$ cat src/rtl/rfc_pkg.sv
package rfc_pkg;
  localparam int DATA_W     = 8;
  localparam int NUM_WR     = 8;
  localparam int NUM_RR     = 3;
  localparam int NUM_CH     = 2;
  localparam int CMD_LO     = 3;
  localparam int CMD_HI     = 5;
  localparam logic [CMD_HI-CMD_LO:0] CLR_CODE = 3'b011;
  localparam int RR0_RX_BIT = 0;
  localparam int RR0_TX_BIT = 2;
  localparam int VEC_IDX    = 2;
endpackage

$ cat src/rtl/rfc_host_decode.sv
module rfc_host_decode #(
  parameter int NCH = 2,
  parameter int AW  = $clog2(NCH) + 1
) (
  input  logic          host_sel,
  input  logic [AW-1:0] host_addr,
  input  logic          host_wr,
  input  logic          host_rd,
  output logic [NCH-1:0] ctrl_wr,
  output logic [NCH-1:0] ctrl_rd,
  output logic [NCH-1:0] data_wr,
  output logic [NCH-1:0] data_rd
);
  localparam int CW = AW - 1;

  for (genvar c = 0; c < NCH; c++) begin : g_dec
    logic hit;
    assign hit        = host_sel && (host_addr[AW-1:1] == CW'(c));
    assign ctrl_wr[c] = hit &&  host_addr[0] && host_wr;
    assign ctrl_rd[c] = hit &&  host_addr[0] && host_rd;
    assign data_wr[c] = hit && !host_addr[0] && host_wr;
    assign data_rd[c] = hit && !host_addr[0] && host_rd;
  end
endmodule

$ cat src/rtl/rfc_chan_regs.sv
module rfc_chan_regs
  import rfc_pkg::*;
#(
  parameter int DW  = DATA_W,
  parameter int NWR = NUM_WR,
  parameter int PW  = $clog2(NWR)
) (
  input  logic                   clk,
  input  logic                   srst_n,
  input  logic                   ctrl_wr,
  input  logic                   ctrl_rd,
  input  logic [DW-1:0]          wdata,
  output logic [NWR-1:0][DW-1:0] wr_q,
  output logic [PW-1:0]          ptr,
  output logic                   chan_clr
);
  logic [NWR-1:0][DW-1:0] wr_d;
  logic                   wr_en;

  assign ptr   = wr_q[0][PW-1:0];
  assign wr_en = ctrl_wr | ctrl_rd;

  always_comb begin
    wr_d     = wr_q;
    chan_clr = 1'b0;
    if (ctrl_wr) begin
      if (ptr == '0) begin
        if (wdata[CMD_HI:CMD_LO] == CLR_CODE) begin
          chan_clr = 1'b1;
          wr_d     = '0;
        end else begin
          wr_d[0] = wdata;
        end
      end else begin
        wr_d[ptr]        = wdata;
        wr_d[0][PW-1:0]  = '0;
      end
    end else if (ctrl_rd && (ptr != '0)) begin
      wr_d[0][PW-1:0] = '0;
    end
  end

  always_ff @(posedge clk or negedge srst_n) begin
    if (!srst_n) begin
      wr_q <= '0;
    end else if (wr_en) begin
      wr_q <= wr_d;
    end
  end
endmodule

$ cat src/rtl/rfc_chan_buf.sv
module rfc_chan_buf
  import rfc_pkg::*;
#(
  parameter int DW = DATA_W
) (
  input  logic          clk,
  input  logic          srst_n,
  input  logic          clr,
  input  logic          rx_valid,
  input  logic [DW-1:0] rx_char,
  input  logic          data_rd,
  input  logic          data_wr,
  input  logic [DW-1:0] wdata,
  input  logic          tx_take,
  output logic [DW-1:0] rx_buf_q,
  output logic          rx_avail_q,
  output logic [DW-1:0] tx_buf_q,
  output logic          tx_empty_q
);
  logic [DW-1:0] rx_buf_d, tx_buf_d;
  logic          rx_avail_d, tx_empty_d;
  logic          buf_en;

  assign buf_en = clr | rx_valid | data_rd | data_wr | tx_take;

  always_comb begin
    rx_buf_d   = rx_buf_q;
    rx_avail_d = rx_avail_q;
    tx_buf_d   = tx_buf_q;
    tx_empty_d = tx_empty_q;
    if (clr) begin
      rx_buf_d   = '0;
      rx_avail_d = 1'b0;
      tx_buf_d   = '0;
      tx_empty_d = 1'b1;
    end else begin
      if (data_rd) begin
        rx_avail_d = 1'b0;
      end
      if (rx_valid) begin
        rx_buf_d   = rx_char;
        rx_avail_d = 1'b1;
      end
      if (tx_empty_q) begin
        if (data_wr) begin
          tx_buf_d   = wdata;
          tx_empty_d = 1'b0;
        end
      end else if (tx_take) begin
        tx_empty_d = 1'b1;
      end
    end
  end

  always_ff @(posedge clk or negedge srst_n) begin
    if (!srst_n) begin
      rx_buf_q   <= '0;
      rx_avail_q <= 1'b0;
      tx_buf_q   <= '0;
      tx_empty_q <= 1'b1;
    end else if (buf_en) begin
      rx_buf_q   <= rx_buf_d;
      rx_avail_q <= rx_avail_d;
      tx_buf_q   <= tx_buf_d;
      tx_empty_q <= tx_empty_d;
    end
  end
endmodule

$ cat src/rtl/rfc_chan_rdmux.sv
module rfc_chan_rdmux
  import rfc_pkg::*;
#(
  parameter int DW = DATA_W,
  parameter int PW = 3
) (
  input  logic          ctrl_rd,
  input  logic          data_rd,
  input  logic [PW-1:0] ptr,
  input  logic          rx_avail,
  input  logic          tx_empty,
  input  logic [DW-1:0] vec,
  input  logic [DW-1:0] rx_buf,
  output logic [DW-1:0] rdata
);
  always_comb begin
    rdata = '0;
    if (data_rd) begin
      rdata = rx_buf;
    end else if (ctrl_rd) begin
      case (ptr)
        PW'(0): begin
          rdata[RR0_RX_BIT] = rx_avail;
          rdata[RR0_TX_BIT] = tx_empty;
        end
        PW'(1):  rdata = '0;
        PW'(2):  rdata = vec;
        default: rdata = '0;
      endcase
    end
  end
endmodule

$ cat src/rtl/rfc_dual_regfile.sv
module rfc_dual_regfile
  import rfc_pkg::*;
#(
  parameter int NCH = NUM_CH,
  parameter int DW  = DATA_W,
  parameter int NWR = NUM_WR,
  parameter int AW  = $clog2(NCH) + 1
) (
  input  logic                  clk,
  input  logic                  rst_n,
  input  logic                  host_sel,
  input  logic [AW-1:0]         host_addr,
  input  logic                  host_wr,
  input  logic                  host_rd,
  input  logic [DW-1:0]         host_wdata,
  output logic [DW-1:0]         host_rdata,
  input  logic [NCH-1:0]        rx_valid,
  input  logic [NCH*DW-1:0]     rx_char,
  input  logic [NCH-1:0]        tx_take,
  output logic [NCH*DW-1:0]     tx_char,
  output logic [NCH-1:0]        tx_empty,
  output logic [NCH-1:0]        rx_ready,
  output logic [NCH*NWR*DW-1:0] cfg_regs
);
  localparam int PW = $clog2(NWR);

  logic [1:0] rst_sync_q;
  logic       srst_n;

  always_ff @(posedge clk or negedge rst_n) begin
    if (!rst_n) begin
      rst_sync_q <= '0;
    end else begin
      rst_sync_q <= {rst_sync_q[0], 1'b1};
    end
  end
  assign srst_n = rst_sync_q[1];

  logic [NCH-1:0] ctrl_wr, ctrl_rd, data_wr, data_rd;

  rfc_host_decode #(.NCH(NCH), .AW(AW)) u_dec (
    .host_sel (host_sel),
    .host_addr(host_addr),
    .host_wr  (host_wr),
    .host_rd  (host_rd),
    .ctrl_wr  (ctrl_wr),
    .ctrl_rd  (ctrl_rd),
    .data_wr  (data_wr),
    .data_rd  (data_rd)
  );

  logic [NCH-1:0][DW-1:0] ch_rdata;

  for (genvar c = 0; c < NCH; c++) begin : g_ch
    logic [NWR-1:0][DW-1:0] wr_q;
    logic [PW-1:0]          ptr;
    logic                   chan_clr;
    logic [DW-1:0]          rx_buf;
    logic                   rx_avail;
    logic [DW-1:0]          tx_buf;
    logic                   tx_emp;

    rfc_chan_regs #(.DW(DW), .NWR(NWR), .PW(PW)) u_regs (
      .clk     (clk),
      .srst_n  (srst_n),
      .ctrl_wr (ctrl_wr[c]),
      .ctrl_rd (ctrl_rd[c]),
      .wdata   (host_wdata),
      .wr_q    (wr_q),
      .ptr     (ptr),
      .chan_clr(chan_clr)
    );

    rfc_chan_buf #(.DW(DW)) u_buf (
      .clk       (clk),
      .srst_n    (srst_n),
      .clr       (chan_clr),
      .rx_valid  (rx_valid[c]),
      .rx_char   (rx_char[c*DW +: DW]),
      .data_rd   (data_rd[c]),
      .data_wr   (data_wr[c]),
      .wdata     (host_wdata),
      .tx_take   (tx_take[c]),
      .rx_buf_q  (rx_buf),
      .rx_avail_q(rx_avail),
      .tx_buf_q  (tx_buf),
      .tx_empty_q(tx_emp)
    );

    rfc_chan_rdmux #(.DW(DW), .PW(PW)) u_rd (
      .ctrl_rd (ctrl_rd[c]),
      .data_rd (data_rd[c]),
      .ptr     (ptr),
      .rx_avail(rx_avail),
      .tx_empty(tx_emp),
      .vec     (wr_q[VEC_IDX]),
      .rx_buf  (rx_buf),
      .rdata   (ch_rdata[c])
    );

    assign tx_char[c*DW +: DW]              = tx_buf;
    assign tx_empty[c]                      = tx_emp;
    assign rx_ready[c]                      = rx_avail;
    assign cfg_regs[c*NWR*DW +: NWR*DW]     = wr_q;
  end

  always_comb begin
    host_rdata = '0;
    for (int c = 0; c < NCH; c++) begin
      host_rdata = host_rdata | ch_rdata[c];
    end
  end
endmodule

$ cat config.mk
export PLATFORM = sky130hd
export DESIGN_NAME = rfc_dual_regfile
export DESIGN_NICKNAME = d
export VERILOG_FILES = /design/src/rtl/rfc_pkg.sv /design/src/rtl/rfc_host_decode.sv /design/src/rtl/rfc_chan_regs.sv /design/src/rtl/rfc_chan_buf.sv /design/src/rtl/rfc_chan_rdmux.sv /design/src/rtl/rfc_dual_regfile.sv
export SDC_FILE = /design/constraint.sdc
export NUM_CORES = 1
export LEC_CHECK = 0
export ABC_AREA = 1
export BUFFER_PORTS_ARGS = -buffer_cell sky130_fd_sc_hd__buf_2
export CAP_MARGIN = 10
export CORE_ASPECT_RATIO = 0.5
export CORE_MARGIN = 2
export CORE_UTILIZATION = 45
export CTS_BUF_LIST = sky130_fd_sc_hd__clkbuf_4 sky130_fd_sc_hd__clkbuf_8
export CTS_CLUSTER_SIZE = 16
export DETAILED_ROUTE_END_ITERATION = 10
export PLACE_DENSITY_LB_ADDON = 0.1
export SYNTH_ARGS = -nofsm -noshare
export SYNTH_HDL_FRONTEND = slang
export SYNTH_SLANG_ARGS = --single-unit
$ cat constraint.sdc
create_clock -name clk -period 5.5 [get_ports clk]
set_clock_uncertainty 0.05 [all_clocks]
set_input_delay 0.275 -clock clk [delete_from_list [all_inputs] [get_ports clk]]
set_output_delay 0.275 -clock clk [all_outputs]
set_load 0.02 [all_outputs]
==> results.sh, run 1 <==
export IMPL_yosys_area_share_xor_xnor_pct=0
export IMPL_postCtsSetupRepairBufs=0
export IMPL_p_comb_share_pct=25.0
export IMPL_place_gp_congestion=0.863
export IMPL_fin_crit_ns=2.81
export IMPL_wirelength_um=22600
export IMPL_worstPathCellList="nor2_1 -> nand2_1 -> nor2_1 -> nand2_1 -> nand3_1 -> nand2_1"
export IMPL_areaGrowthSynthToFinish_pct=18.6
export IMPL_worstSetupPathDepth=6
export IMPL_netlist_instances=928
export IMPL_multiInputGateArea_sq_um=3000
export IMPL_synth_nets=963
export IMPL_slew_violations=0
export IMPL_r2r_cells=6
export IMPL_crit_path_start_kind="register"
export IMPL_muxShareOfSynthArea_pct=0
export IMPL_htree_levels=4
export IMPL_drtAntennaViolNets=0
export IMPL_synth_area_per_cell_sq_um=8.24
export IMPL_max_freq_mhz=356
export IMPL_powerDensity_nw_per_um2=351
export IMPL_clkTransAtPathRegs_ns=0.10
export IMPL_num_fill_cells=1619
export IMPL_peakVddDrop_uv=184
export IMPL_drc=0
export IMPL_vias=6935
export IMPL_synth_top_family_by_area="simple AND/OR/NAND/NOR gates"
export IMPL_worstHoldPathType="in -> reg"
export IMPL_dieArea_sq_um=18100
export IMPL_intPower_mw=1.99
export IMPL_ys_types=29
export IMPL_synth_compound_area_share_pct=1.73
export IMPL_switching_share_pct=37.5
export IMPL_grt_pass1_vias=6343
export IMPL_p_clk_share_pct=27.4
export IMPL_tritoncts="done"
export IMPL_grt_setup_unrepaired="no"
export IMPL_yosysTopAreaCellShare_pct=53.6
export IMPL_num_nets_final=1126
export IMPL_synth_warnings=0
export IMPL_grt_util_all_layers_pct=25.2
export IMPL_slew_limit_headroom_pct=24.1
export IMPL_final_common_cell="nand2_1"
export IMPL_coreArea_sq_um=16500
export IMPL_worstPathArrival_ns=3.10
export IMPL_min_period_over_period_pct=51.0
export IMPL_status="finished, final reports clean"
export IMPL_worst_slew_pin_slew_ns=1.14
export IMPL_criticalPathCategory="reg -> reg"
export IMPL_maxCapViolCount=0
export IMPL_critPathTopFamily="simple AND/OR/NAND/NOR gates"
export IMPL_num_io_pins=191
export IMPL_finalHoldViolCount=0
export IMPL_place_area_sq_um=8590
export IMPL_setup_viol=0
export IMPL_clk_latency_ns=0.45
export IMPL_cts_sinks=166
export IMPL_synthAdderAreaFrac_pct=0
export IMPL_grt_remaining_overflow=0
export IMPL_die_w_um=188
export IMPL_antenna_found_initial=0
export IMPL_path_max_fanout=35
export IMPL_cp_required_ns=5.79
export IMPL_start_util_pct=46.3
export IMPL_max_stage_delay_ns=0.67
export IMPL_cts_root_buffer="clkbuf_8"
export IMPL_wl_per_cell_um=17.0
export IMPL_crit_top_cell="nand2_1"
export IMPL_rows=33
export IMPL_p_leak_nw=5.29
export IMPL_fin_area_sq_um=9070
export IMPL_drt_first_pass_iters=5
export IMPL_path_buf_inv=0
export IMPL_synth_simple_area_share_pct=37.3
export IMPL_p_sw_mw=1.19
export IMPL_diodes=0
export IMPL_hold_depth=3
export IMPL_drt_iter0_markers=597
export IMPL_grt_pass1_wl_um=35100
export IMPL_mostFrequentLayoutCells="339 x nand2_1, 190 x buf_2, 163 x dfrtp_1"
export IMPL_dpl_hpwl_um=14800
export IMPL_crit_path_end_kind="register"
export IMPL_ys_seq_area_share_pct=54.3
export IMPL_crit_path_top_delay_cell="nand2_1"
export IMPL_drive_above_1_share_pct=23.0
export IMPL_clockBufferDepth=2
export IMPL_vias_per_cell=5.21
export IMPL_p_seq_share_pct=47.6
export IMPL_synth_top_cell_by_area="dfrtp_1"
export IMPL_finalSetupTns_ns=0
export IMPL_regArea_sq_um=4160
export IMPL_synth_area_leaders="dfrtp_1 54%, nand2_1 17%, nand3_1 9.4%"
export IMPL_synth_area_sq_um=7650
export IMPL_grt_max_degree=61
export IMPL_io_buffers=190
export IMPL_die_h_um=96.2
export IMPL_ys_ff_latch=166
export IMPL_numCtsBuffers=17
[cells by family (layout without fill, tap and decap cells)]
logic type	after synthesis	after routing
compound gates	25	25
buf+inv	106	282
simple gates	630	630
flops	166	166
other cells	1	1
[worst register-to-register path: cells and delay by family (launching register included)]
kind	cells	cell delay, ns
simple gates	6	2.19
flops	1	0.47
[path summary, 6_finish.rpt]
| kind | start | slack [ns] | to |
|---|---|---|---|
| worst max-delay path | g_ch[0].u_regs.ptr[0] | 2.69 | g_ch[0].u_buf.tx_buf_q[4] |
| worst min-delay path | rx_char[0] | 0.02 | g_ch[0].u_buf.rx_buf_q[0] |
| worst max register to register | g_ch[0].u_regs.ptr[0] | 2.69 | g_ch[0].u_buf.tx_buf_q[4] |
| worst min register to register | rst_sync_q[0] | 0.32 | rst_sync_q[1] |
| max in group asynchronous | rst_sync_q[1] | 3.78 | g_ch[0].u_regs.ptr[0] |
| min in group asynchronous | rst_n | 0.07 | rst_sync_q[0] |
[Yosys cell counts]
cell / n
nand4_1: 61
inv_2: 2
nand3_4: 1
buf_4: 14
buf_8: 1
clkbuf_1: 20
nor2_1: 61
nor2_4: 1
nor3_4: 1
inv_1: 41
buf_2: 22
nand3_2: 11
dfrtp_1: 164
buf_1: 1
nand2_2: 3
dfstp_2: 2
conb_1: 1
nor2_8: 1
clkinv_1: 3
nor2_2: 3
nand2_1: 339
o21ai_1: 8
o21ai_0: 7
buf_6: 2
a21oi_1: 7
nand3b_1: 1
nand3_1: 144
o211ai_1: 3
nor3_2: 3
[flip-flops by register name, summed over array words and instances (netlist names)]
| name | flops |
|---|---|
| g_ch.u_buf.tx_empty_q | 2 |
| g_ch.u_regs.wr_q | 122 |
| g_ch.u_buf.rx_avail_q | 2 |
| g_ch.u_buf.rx_buf_q | 16 |
| g_ch.u_buf.tx_buf_q | 16 |
| g_ch.u_regs.ptr | 6 |
| rst_sync_q | 2 |
[final cells by class]
cell class                      instances  share of cell area (%)
Multi-Input combinational cell        656                    33.0
Tap cell                              227                    3.13
Inverter                               46                    1.90
Sequential cell                       166                    45.8
Clock inverter                         12                    1.34
Clock buffer                           20                    2.83
Timing Repair Buffer                  204                    11.9
[through the flow]
| step | setup slack (ns) | util, % | power [mW] | hold WS [ns] | instances |
|---|---|---|---|---|---|
| final | 2.69 | 54.9 | 3.18 | 0.0176 | 1331 |
| after global routing | 2.47 | 54.9 | 3.36 | 0.00909 | 1331 |
| after CTS | 2.78 | 54.9 | 3.20 | 0.00250 | 1331 |
| after detailed placement | 2.78 | 52.0 | 2.33 | 0.0213 | 1288 |
| after global placement | 2.89 | 52.0 | 2.32 | 0.0187 | 1288 |
| after floorplan | 0.486 | - | 2.05 | -0.0706 | 928 |
[power by group through the flow]
| stage | sequential, mW | combinational (mW) | clock [mW] |
|---|---|---|---|
| after floorplan | 1.69 | 0.364 | 0 |
| after global placement | 1.53 | 0.784 | 0 |
| after detailed placement | 1.53 | 0.794 | 0 |
| after CTS | 1.51 | 0.801 | 0.891 |
| after global routing | 1.54 | 0.874 | 0.951 |
| final | 1.51 | 0.797 | 0.872 |
[per-layer routing]
metal	vias up	track usage (%)	part of all wire [%]
met1	3330	38.0	50
met5	-	0	0
met3	32	4.92	6.9
met2	218	36.3	42
li1	3355	-	-
met4	0	7.88	1.7
[repair_timing]
| item | 4_1_cts | 5_1_grt |
|---|---|---|
| resized for setup | 0 | 0 |
| hold endpoints to repair | 12 | 0 |
| hold buffers | 11 | 0 |
(Power assumes the default switching activity.)
==> run 2, diff against run 1 <==
Clock period 5.5 ns to 2.76 ns, I/O delays scaled along.
==> run 2 against run 1 <==
  * Hold slack gained 0.097 ns
  * Sequential power is 99% higher
  * Largest power group unchanged
  * Register-to-register slack worse by 2.5 ns
  * First-iteration DRC count decreased by 11%
  * Power is 110% higher
  * Die area is the same
  * Maximum frequency up 11%
  * Combinational power up 110%
  * Design area up 4.9%
  * Routed wire length up 0.56%
  * Setup slack got worse by 2.5 ns
==> results.sh, run 2 (synthesis gave the netlist of run 1 again) <==
export IMPL_status="finished, final reports clean"
export IMPL_drc=0
export IMPL_slew_limit_headroom_pct=56.6
export IMPL_start_util_pct=46.3
export IMPL_areaGrowthSynthToFinish_pct=24.4
export IMPL_drt_iter0_markers=532
export IMPL_grt_pass1_wl_um=36000
export IMPL_postCtsSetupRepairBufs=0
export IMPL_powerDensity_nw_per_um2=690
export IMPL_place_gp_congestion=0.865
export IMPL_p_leak_nw=5.50
export IMPL_die_w_um=188
export IMPL_coreArea_sq_um=16500
export IMPL_maxCapViolCount=0
export IMPL_clk_latency_ns=0.46
export IMPL_min_period_over_period_pct=92.0
export IMPL_grt_remaining_overflow=0
export IMPL_wirelength_um=22700
export IMPL_peakVddDrop_uv=343
export IMPL_crit_path_end_kind="register"
export IMPL_cts_sinks=166
export IMPL_numCtsBuffers=17
export IMPL_dpl_hpwl_um=15400
export IMPL_power_mw=6.57
export IMPL_finalSetupTns_ns=0
export IMPL_hold_ws_ns=0.115
export IMPL_fin_area_sq_um=9520
export IMPL_grt_util_all_layers_pct=25.9
export IMPL_clkTransAtPathRegs_ns=0.09
export IMPL_path_max_fanout=35
export IMPL_num_nets_final=1167
export IMPL_drt_first_pass_iters=6
export IMPL_slew_violations=0
export IMPL_grt_max_degree=65
export IMPL_mostFrequentLayoutCells="339 x nand2_1, 190 x buf_2, 163 x dfrtp_1"
export IMPL_top_regs="g_ch.u_regs.wr_q (122), g_ch.u_buf.rx_buf_q (16), g_ch.u_buf.tx_buf_q (16)"
export IMPL_top_register="g_ch.u_regs.wr_q"
export IMPL_finalHoldViolCount=0
export IMPL_largest_reg_flops=122
export IMPL_worstHoldPathType="in -> reg"
export IMPL_grt_pass1_vias=6648
export IMPL_htree_levels=4
export IMPL_dp_slack_ns=0.668
export IMPL_tritoncts="done"
export IMPL_criticalPathCategory="reg -> reg"
export IMPL_vias=7121
export IMPL_num_fill_cells=1552
export IMPL_max_freq_mhz=394
export IMPL_drive_above_1_share_pct=23.3
export IMPL_final_common_cell="nand2_1"
export IMPL_dieArea_sq_um=18100
export IMPL_regArea_sq_um=4160
export IMPL_setup_viol=0
export IMPL_wl_per_cell_um=16.6
export IMPL_place_area_sq_um=8700
export IMPL_rows=33
export IMPL_cts_root_buffer="clkbuf_8"
export IMPL_crit_path_start_kind="register"
export IMPL_diodes=0
export IMPL_antenna_found_initial=0
export IMPL_vias_per_cell=5.19
export IMPL_num_io_pins=191
export IMPL_fin_crit_ns=2.54
export IMPL_multiInputGateArea_sq_um=3000
export IMPL_worstPathArrival_ns=2.89
export IMPL_die_h_um=96.2
export IMPL_grt_setup_unrepaired="no"
export IMPL_clockBufferDepth=2
export IMPL_cp_required_ns=3.11
export IMPL_io_buffers=190
export IMPL_drtAntennaViolNets=0
export IMPL_fin_ws_ns=0.221
export IMPL_worst_slew_pin_slew_ns=0.648
run 2: path summary, 6_finish.rpt:
kind                       cells after the start                         to             startpoint  slack, ns
hold / removal                                 3    g_ch[0].u_regs.wr_q[23]          host_wdata[7]       0.11
min in group asynchronous                      0    g_ch[1].u_regs.wr_q[31]          rst_sync_q[1]       0.26
hold reg to reg                                0    g_ch[1].u_regs.wr_q[31]          rst_sync_q[1]       0.26
setup reg to reg                               8  g_ch[0].u_buf.rx_buf_q[7]  g_ch[0].u_regs.ptr[1]       0.22
setup / recovery                               8  g_ch[0].u_buf.rx_buf_q[7]  g_ch[0].u_regs.ptr[1]       0.22
max in group asynchronous                      1   g_ch[1].u_buf.tx_empty_q          rst_sync_q[1]       1.61
run 2: power breakdown:
| group | total [mW] | internal, mW | switching, mW |
|---|---|---|---|
| clock network | 1.90 | 0.966 | 0.938 |
| logic | 1.67 | 0.501 | 1.17 |
| registers | 3.00 | 2.75 | 0.247 |
| total | 6.57 | 4.22 | 2.35 |
run 2: worst max-delay path, cell delays in order (launching register included):
cell and delay [ns]:
dfrtp_1 0.74, inv_1 0.22, nand2_1 0.21, nor2_1 0.06
nand2_1 0.06, buf_4 0.32, nand3_1 0.13, dlygate4sd3_1 0.59
nand2_1 0.08
run 2: stage by stage:
step,std cells,util [%]
floorplan,928,-
global placement,1301,52.7
detailed placement,1301,52.7
CTS,1372,57.6
global route,1372,57.6
finish,1372,57.6
run 2: layout make-up:
| class | count | share of cell area (%) |
|---|---|---|
| well taps | 227 | 2.98 |
| repair buffers | 245 | 15.5 |
| flip-flops and latches | 166 | 43.7 |
| clock buffers | 21 | 2.90 |
| clock inverters | 11 | 1.58 |
| multi-input cells | 656 | 31.5 |
| inverters | 46 | 1.81 |
run 2: repair_timing:
item,in CTS,in global routing
endpoints found under the hold margin,23,0
hold buffers,39,0
gates resized for setup,0,1
endpoints found under the setup margin,0,3
run 2: routing by layer:
metal  wire, um  GRT usage, %
met1      11200          38.2
met2       9930          38.9
met3       1250          5.10
met4        310          7.10
met5          0             0
==> run 3, diff against run 2 <==
Settings changed: PLACE_DENSITY set to 0.69, PLACE_DENSITY_LB_ADDON 0.1 to not set.
==> run 3 against run 2 <==
  * Routed wire length increased by 2.3%
  * Register-to-register slack about the same
  * Critical path depth unchanged
  * Core utilization decreased by 0.38 points
  * Hold slack worse by 0.089 ns
  * Design area is 0.66% lower
  * Flip-flop and latch count unchanged
  * Die area is the same
  * Global-route usage is 0.30 points higher
  * Setup slack better by 0.0053 ns
==> results.sh, run 3 (synthesis gave the netlist of run 1 again) <==
export IMPL_num_fill_cells=1556
export IMPL_postCtsSetupRepairBufs=0
export IMPL_dieArea_sq_um=18100
export IMPL_top_register="g_ch.u_regs.wr_q"
export IMPL_cp_required_ns=3.04
export IMPL_num_nets_final=1164
export IMPL_powerDensity_nw_per_um2=681
export IMPL_rows=33
export IMPL_areaGrowthSynthToFinish_pct=23.6
export IMPL_clockBufferDepth=2
export IMPL_die_h_um=96.2
export IMPL_dp_cells=1300
export IMPL_grt_pass1_vias=6682
export IMPL_grt_max_degree=67
export IMPL_diodes=0
export IMPL_grt_pass1_wl_um=36600
export IMPL_final_common_cell="nand2_1"
export IMPL_peakVddDrop_uv=373
export IMPL_drt_first_pass_iters=5
export IMPL_whs_endpoint="g_ch[0].u_regs.wr_q[5]"
export IMPL_wirelength_um=23200
export IMPL_mostFrequentLayoutCells="339 x nand2_1, 190 x buf_2, 162 x dfrtp_1"
export IMPL_dpl_hpwl_um=15200
export IMPL_p_leak_nw=5.46
export IMPL_antenna_found_initial=0
export IMPL_crit_path_start_kind="register"
export IMPL_multiInputGateArea_sq_um=3000
export IMPL_vias_per_cell=5.24
export IMPL_largest_reg_flops=122
export IMPL_cts_sinks=166
export IMPL_r2r_start="g_ch[1].u_regs.ptr[2]"
export IMPL_vias=7173
export IMPL_power_mw=6.44
export IMPL_min_period_over_period_pct=91.8
export IMPL_coreArea_sq_um=16500
export IMPL_drc=0
export IMPL_r2r_cells=8
export IMPL_status="finished, final reports clean"
export IMPL_finalHoldViolCount=0
export IMPL_num_io_pins=191
export IMPL_worstHoldPathType="in -> reg"
export IMPL_path_max_fanout=35
export IMPL_grt_setup_unrepaired="no"
export IMPL_holdCritStartpoint="host_wdata[5]"
export IMPL_drt_iter0_markers=661
export IMPL_reg2reg_slack_ns=0.23
export IMPL_die_w_um=188
export IMPL_wl_per_cell_um=17.0
export IMPL_finalSetupTns_ns=0
export IMPL_r2r_end="g_ch[1].u_buf.rx_buf_q[7]"
export IMPL_io_buffers=190
export IMPL_clk_latency_ns=0.44
export IMPL_drtAntennaViolNets=0
export IMPL_criticalPathCategory="reg -> reg"
export IMPL_worstPathCellList="nor2_2 -> buf_4 -> nand2_2 -> nor2_1 -> nand2_4 -> nand3_1 -> dlygate4sd3_1 -> nand2_1"
export IMPL_start_util_pct=46.3
export IMPL_startpoint="g_ch[1].u_regs.ptr[2]"
export IMPL_worstPathArrival_ns=2.82
export IMPL_fin_crit_ns=2.53
export IMPL_drive_above_1_share_pct=23.4
export IMPL_layoutNonFillerInstCount=1369
export IMPL_hold_ws_ns=0.0261
export IMPL_worst_slew_pin_slew_ns=0.631
export IMPL_final_core_util_pct=57.3
export IMPL_slew_limit_headroom_pct=57.8
export IMPL_htree_levels=4
export IMPL_place_gp_congestion=0.907
export IMPL_crit_path_top_delay_cell="dfrtp_1"
export IMPL_tritoncts="done"
export IMPL_setup_viol=0
export IMPL_hold_depth=3
export IMPL_grt_remaining_overflow=0
export IMPL_numCtsBuffers=17
export IMPL_regArea_sq_um=4160
export IMPL_crit_path_end_kind="register"
export IMPL_max_stage_delay_ns=0.61
export IMPL_cts_root_buffer="clkbuf_8"
export IMPL_grt_util_all_layers_pct=26.2
export IMPL_slew_violations=0
export IMPL_top_regs="g_ch.u_regs.wr_q (122), g_ch.u_buf.rx_buf_q (16), g_ch.u_buf.tx_buf_q (16)"
export IMPL_clkTransAtPathRegs_ns=0.10
export IMPL_maxCapViolCount=0
export IMPL_max_freq_mhz=395
==> run 3: cell types whose count changed in the layout (fill, tap and decap cells not counted), sizes merged <==
cell and change:
inv +8, clkbuf -3, clkinv -3, bufinv -2, dlygate4sd3 -2, buf -1
==> run 3: metal layers <==
metal / track usage [%] / wire, um / up-vias
met5: 0 / 0 / -
met4: 5.79 / 232 / 0
met3: 4.70 / 1530 / 19
met2: 41.5 / 10600 / 269
met1: 37.8 / 10900 / 3455
li1: - / - / 3430
==> run 3: report_power, final <==
group          leakage, nW  total [mW]  switching [mW]  internal (mW)
registers             2.21        3.01           0.257           2.75
logic                 3.06        1.68            1.18          0.503
clock network        0.194        1.76           0.996          0.763
total                 5.46        6.44            2.43           4.02
==> run 3: how the worst max path moves through the flow <==
stage | slack (ns) | cells past startpoint | end
3_5_place_dp | 0.44 | 8 | g_ch[1].u_regs.wr_q[29]
5_1_grt | 0.03 | 6 | host_rdata[7]
3_3_place_gp | 0.47 | 8 | g_ch[1].u_regs.wr_q[27]
4_1_cts | 0.14 | 8 | g_ch[1].u_buf.rx_buf_q[4]
2_1_floorplan | 0.99 | 0 | g_ch[0].u_buf.rx_avail_q
6_report | 0.23 | 8 | g_ch[1].u_buf.rx_buf_q[7]
==> run 3: critical path, delay by kind of cell, from the launching register on <==
kind                   cells  cell delay, ns
AND/OR/NAND/NOR            6            0.98
buffers and inverters      2            0.78
flip-flops                 1            0.61
==> run 3: cell type report <==
class,instances,share of cell area (%)
timing repair buffer,242,15.4
tap,227,3.00
multi-input combinational,656,31.7
clock buffer,18,2.62
sequential,166,44.0
inverter,46,1.83
clock inverter,14,1.44
==> run 3: repair_timing <==
item | 4_1_cts | 5_1_grt
hold endpoints to repair | 22 | 0
hold buffers | 37 | 0
setup endpoints to repair | 0 | 12
resized for setup | 0 | 2
==> run 3: through the flow <==
step / worst slack (ns) / instance area, sq um
after floorplan: 0.991 / 7650
after global placement: 0.474 / 8700
after detailed placement: 0.437 / 8700
after CTS: 0.145 / 9450
after global routing: 0.0293 / 9460
final: 0.226 / 9460
